`config.mk`:
```
export PLATFORM = sky130hd
export DESIGN_NAME = llsc_monitor
export DESIGN_NICKNAME = d
export VERILOG_FILES = /design/src/rtl/llsc_pkg.sv /design/src/rtl/llsc_arbiter.sv /design/src/rtl/llsc_slot.sv /design/src/rtl/llsc_monitor.sv
export SDC_FILE = /design/constraint.sdc
export NUM_CORES = 1
export LEC_CHECK = 0
export ABC_CLOCK_PERIOD_IN_PS = 4930
export BUFFER_PORTS_ARGS = -buffer_cell sky130_fd_sc_hd__buf_2
export CAP_MARGIN = 5
export CORE_ASPECT_RATIO = 1.2
export CORE_MARGIN = 4
export CORE_UTILIZATION = 55
export DETAILED_ROUTE_END_ITERATION = 8
export HOLD_SLACK_MARGIN = 0.12
export PLACE_DENSITY = 0.76
export SETUP_SLACK_MARGIN = 0.05
export SLEW_MARGIN = 20
export SYNTH_ARGS = -nofsm -noshare
export SYNTH_HDL_FRONTEND = slang
export SYNTH_SLANG_ARGS = --single-unit
```
`constraint.sdc`:
```
create_clock -name clk -period 4.93 [get_ports clk]
set_input_delay 0.986 -clock clk [delete_from_list [all_inputs] [get_ports clk]]
set_output_delay 0.986 -clock clk [all_outputs]
set_load 0.005 [all_outputs]
```
`src/rtl/llsc_pkg.sv`:
```
package llsc_pkg;

   typedef enum logic [1:0] {
      OP_IDLE = 2'b00,
      OP_LL   = 2'b01,
      OP_SC   = 2'b10,
      OP_ST   = 2'b11
   } llsc_op_e;

endpackage

```
`src/rtl/llsc_arbiter.sv`:
```
// Same-cycle conflict resolution among store-conditional candidates
module llsc_arbiter #(
   parameter int NUM_REQ   = 4,
   parameter int TAG_W     = 30,
   parameter bit LOW_FIRST = 1'b1
) (
   input  logic [NUM_REQ-1:0]       cand,
   input  logic [NUM_REQ*TAG_W-1:0] cand_tag,
   output logic [NUM_REQ-1:0]       win
);

   for (genvar i = 0; i < NUM_REQ; i++) begin : g_req
      logic blocked;
      if (LOW_FIRST) begin : g_low
         always_comb begin
            blocked = 1'b0;
            for (int j = 0; j < i; j++) begin
               if (cand[j] && (cand_tag[j*TAG_W +: TAG_W] == cand_tag[i*TAG_W +: TAG_W]))
                  blocked = 1'b1;
            end
         end
      end else begin : g_high
         always_comb begin
            blocked = 1'b0;
            for (int j = i + 1; j < NUM_REQ; j++) begin
               if (cand[j] && (cand_tag[j*TAG_W +: TAG_W] == cand_tag[i*TAG_W +: TAG_W]))
                  blocked = 1'b1;
            end
         end
      end
      assign win[i] = cand[i] & ~blocked;
   end

endmodule

```
`src/rtl/llsc_slot.sv`:
```
// One reservation: valid bit plus word tag, with set / consume / snoop-kill rules
module llsc_slot #(
   parameter int NUM_REQ = 4,
   parameter int TAG_W   = 30
) (
   input  logic                     clk,
   input  logic                     rst_n,
   input  logic                     clr_all,
   input  logic                     own_ll,
   input  logic                     own_sc,
   input  logic [TAG_W-1:0]         own_tag,
   input  logic [NUM_REQ-1:0]       wr_en,
   input  logic [NUM_REQ*TAG_W-1:0] wr_tag,
   output logic                     rsv_vld,
   output logic [TAG_W-1:0]         rsv_tag
);

   logic snoop_hit;

   always_comb begin
      snoop_hit = 1'b0;
      for (int j = 0; j < NUM_REQ; j++) begin
         if (wr_en[j] && (wr_tag[j*TAG_W +: TAG_W] == rsv_tag))
            snoop_hit = 1'b1;
      end
   end

   always_ff @(posedge clk) begin
      if (!rst_n) begin
         rsv_vld <= 1'b0;
         rsv_tag <= '0;
      end else if (clr_all) begin
         rsv_vld <= 1'b0;
      end else if (own_ll) begin
         rsv_vld <= 1'b1;
         rsv_tag <= own_tag;
      end else if (own_sc) begin
         rsv_vld <= 1'b0;
      end else if (snoop_hit) begin
         rsv_vld <= 1'b0;
      end
   end

endmodule

```
`src/rtl/llsc_monitor.sv`:
```
module llsc_monitor
   import llsc_pkg::*;
#(
   parameter int NUM_REQ    = 4,
   parameter int ADDR_W     = 32,
   parameter int GRAN_BYTES = 4,
   parameter bit LOW_FIRST  = 1'b1
) (
   input  logic                      clk,
   input  logic                      rst_n,
   input  logic                      clr_all,
   input  logic [2*NUM_REQ-1:0]      req_op,
   input  logic [ADDR_W*NUM_REQ-1:0] req_addr,
   output logic [NUM_REQ-1:0]        wr_grant,
   output logic [NUM_REQ-1:0]        sc_success
);

   localparam int OFS_W = $clog2(GRAN_BYTES);
   localparam int TAG_W = ADDR_W - OFS_W;

   if (NUM_REQ < 1) begin : g_bad_req
      $error("llsc_monitor: NUM_REQ must be at least 1");
   end
   if (GRAN_BYTES < 2 || (GRAN_BYTES & (GRAN_BYTES - 1)) != 0) begin : g_bad_gran
      $error("llsc_monitor: GRAN_BYTES must be a power of two of at least 2");
   end
   if (OFS_W >= ADDR_W) begin : g_bad_addr
      $error("llsc_monitor: ADDR_W too small for GRAN_BYTES");
   end

   logic [NUM_REQ-1:0]       is_ll, is_sc, is_st;
   logic [NUM_REQ*TAG_W-1:0] req_tag;
   logic [NUM_REQ-1:0]       slot_vld;
   logic [NUM_REQ*TAG_W-1:0] slot_tag;
   logic [NUM_REQ-1:0]       cand, win, wr_en;
   logic [NUM_REQ*OFS_W-1:0] unused_ofs_bits;

   for (genvar i = 0; i < NUM_REQ; i++) begin : g_dec
      llsc_op_e op;
      assign op = llsc_op_e'(req_op[2*i +: 2]);
      assign is_ll[i] = (op == OP_LL);
      assign is_sc[i] = (op == OP_SC);
      assign is_st[i] = (op == OP_ST);
      assign req_tag[i*TAG_W +: TAG_W]         = req_addr[i*ADDR_W + OFS_W +: TAG_W];
      assign unused_ofs_bits[i*OFS_W +: OFS_W] = req_addr[i*ADDR_W +: OFS_W];
      assign cand[i] = is_sc[i] & slot_vld[i] &
                       (slot_tag[i*TAG_W +: TAG_W] == req_tag[i*TAG_W +: TAG_W]);
   end

   llsc_arbiter #(
      .NUM_REQ  (NUM_REQ),
      .TAG_W    (TAG_W),
      .LOW_FIRST(LOW_FIRST)
   ) u_arb (
      .cand    (cand),
      .cand_tag(req_tag),
      .win     (win)
   );

   assign wr_en      = is_st | win;
   assign wr_grant   = wr_en;
   assign sc_success = win;

   for (genvar i = 0; i < NUM_REQ; i++) begin : g_slot
      llsc_slot #(
         .NUM_REQ(NUM_REQ),
         .TAG_W  (TAG_W)
      ) u_slot (
         .clk    (clk),
         .rst_n  (rst_n),
         .clr_all(clr_all),
         .own_ll (is_ll[i]),
         .own_sc (is_sc[i]),
         .own_tag(req_tag[i*TAG_W +: TAG_W]),
         .wr_en  (wr_en),
         .wr_tag (req_tag),
         .rsv_vld(slot_vld[i]),
         .rsv_tag(slot_tag[i*TAG_W +: TAG_W])
      );
   end

endmodule

```
==> out/metrics.yaml <==
status: "finished clean"
grt_pass1_vias: 12900
die_x_um: 149
numCtsBuffers: 17
final.setup.worst_slack_ns: 0.375
synth_area_leader_cell: "xnor2_1"
yosysWarningCount: 0
drv_cap: 0
grt_setup_unrepaired: "false"
p_leak_nw: 5.12
initial_core_util_pct: 56.4
finalHoldViolCount: 0
clkSinkCount: 124
dpl-instance-area_sq_um: 13800
timing.final.crit_share_pct: 92.4
p_seq_share_pct: 31.7
vias: 13600
netlist_instances: 1726
cts_buffer_depth: 2
routedWlPerCell_um: 33.5
clkPwrFrac_pct: 39.7
fp.dieH_um: 178
cts_resized: 0
drt_first_pass_iters: 6
dp.cells: 1994
powerDensity_nw_per_um2: 248
syn_area_sq_um: 13200
async_flop_share_pct: 0
max_clock_freq_mhz: 220
core_area_sq_um: 23400
antenna_found_initial: 0
drtIter0Drc: 2108
setup_tns_ns: 0
grt_max_degree: 121
tightest_slew_ns: 1.07
worstPathRequired_ns: 3.94
final_nets: 1837
dieArea_sq_um: 26500
gp_congestion: 1.18
synth_top_area_share_pct: 28.1
cts.reportedPaths.clkPinSlew_ns: 0.06
synth_edf_count: 0
power.switching_mw: 1.24
vias_per_cell: 6.71
final_util_pct: 61.7
syn_nets: 1865
io_pins: 147
syn2layout_area_growth_pct: 9.39
postCtsSetupRepairBufs: 0
yosysSeqAreaShare_pct: 18.8
portBuffers: 138
antenna_cells: 0
layout_common_cells: "xnor2_1 (423), nand2_1 (261), xor2_1 (233), buf_2 (138), dfxtp_1 (124)"
crit_fanout: 8
fillers: 2133
relSlewSlack_pct: 28.8
hold_slack_ns: 0.541
internal_power_mw: 2.32
synthFlopType: "dfxtp_1"
path_class: "primary input to primary output"
switching_share_pct: 34.8
cts_tree: "built"
pwr-share-comb_pct: 28.6
synth_seq_cells: 124
avgSynthCellArea_sq_um: 7.63
end_kind: "primary output"
worst_setup_path_start_kind: "primary input"
dpl_worst_slack_ns: 0.572
setup_viol: 0
track_usage_pct: 50.1
drive_gt1_share_pct: 16.3
period_minus_slack_ns: 4.56
maxSlewViolCount: 0
ir_drop_mv: 0.200
rows: 61
yosys-top-cells-area: "xnor2_1 (28%), dfxtp_1 (19%), xor2_1 (15%)"
skew_ns: 0.00709
ctsHoldBuffers: 0
wirelength_um: 67800
layout.cells.most_common: "xnor2_1"
final_area_sq_um: 14400
grt_first_pass_wirelength_um: 93200
cts-root-buf: "clkbuf_16"
dp_hpwl_um: 48200
ant_nets: 0
drc_errors: 0
insertion_delay_ns: 0.42
cts_max_level: 4
final_cells: 2023
yosysUniqueCellTypes: 47
critPathArrivalTime_ns: 3.57
hold_path.class: "register to register"
grt_overflow: 0
p_total_mw: 3.57
==> worst paths after layout <==
| check | from | to | slack [ns] | depth (start not counted) |
|---|---|---|---|---|
| max | req_addr[24] | wr_grant[2] | 0.37 | 8 |
| min | g_slot[2].u_slot.rsv_vld$_SDFFE_PP0P_ | g_slot[2].u_slot.rsv_vld$_SDFFE_PP0P_ | 0.54 | 2 |
| max reg2reg | g_slot[0].u_slot.rsv_tag[6]$_SDFFE_PN0P_ | g_slot[0].u_slot.rsv_vld$_SDFFE_PP0P_ | 1.55 | 8 |
| min reg2reg | g_slot[2].u_slot.rsv_vld$_SDFFE_PP0P_ | g_slot[2].u_slot.rsv_vld$_SDFFE_PP0P_ | 0.54 | 2 |
==> critical path, stage by stage <==
cell and delay, ns:
buf_2 0.44, xnor2_4 0.17, nand4_1 0.12, nor4_1 0.73, nand4_1 0.27, o2111ai_1 0.35
nand2_1 0.29, buf_2 0.21
==> cell type report <==
| class | instances | area [sq um] | area share (%) |
|---|---|---|---|
| inverter | 5 | 18.8 | 0.130 |
| sequential | 124 | 2480 | 17.2 |
| multi-input combinational | 1319 | 9500 | 66.0 |
| timing repair buffer | 231 | 1390 | 9.64 |
| clock buffer | 21 | 480 | 3.33 |
| tap | 315 | 394 | 2.74 |
| clock inverter | 8 | 140 | 0.973 |
==> metal layers <==
metal | GRT usage, % | share of wire [%] | routed length (um)
met1 | 61.2 | 34 | 22800
met2 | 71.7 | 39 | 26600
met4 | 42.2 | 12 | 7890
met3 | 14.8 | 15 | 10500
met5 | 0 | 0 | 0
==> logic make-up after synthesis <==
family	count (synthesis)	synth area share [%]
compound gates	144	8.29
flops	124	18.8
buf+inv	283	9.16
xor+xnor	660	44.3
simple gates	515	19.4
==> registers in the layout, indices dropped and copies added (netlist names) <==
| name | count |
|---|---|
| g_slot.u_slot.rsv_vld | 4 |
| g_slot.u_slot.rsv_tag | 120 |
==> power by group through the flow <==
stage               Clock, mW  Sequential [mW]  Combinational (mW)
CTS                      1.41             1.13               0.968
global placement            0             1.15               0.952
finish                   1.42             1.13                1.02
detailed placement          0             1.15               0.963
floorplan                   0             1.06               0.695
global route             1.44             1.13                1.04
==> synth_stat cells, drive strengths merged, types with 5 or more instances <==
cell / instances
o21ai: 5
nand2: 261
nand4: 121
clkbuf: 202
inv: 5
buf: 76
nor4: 84
nand2b: 5
a21boi: 121
dfxtp: 124
nand3: 9
xor2: 233
xnor2: 427
nor2: 6
or2: 7
nor3: 6
No activity file was read; power rests on OpenSTA's default activity.
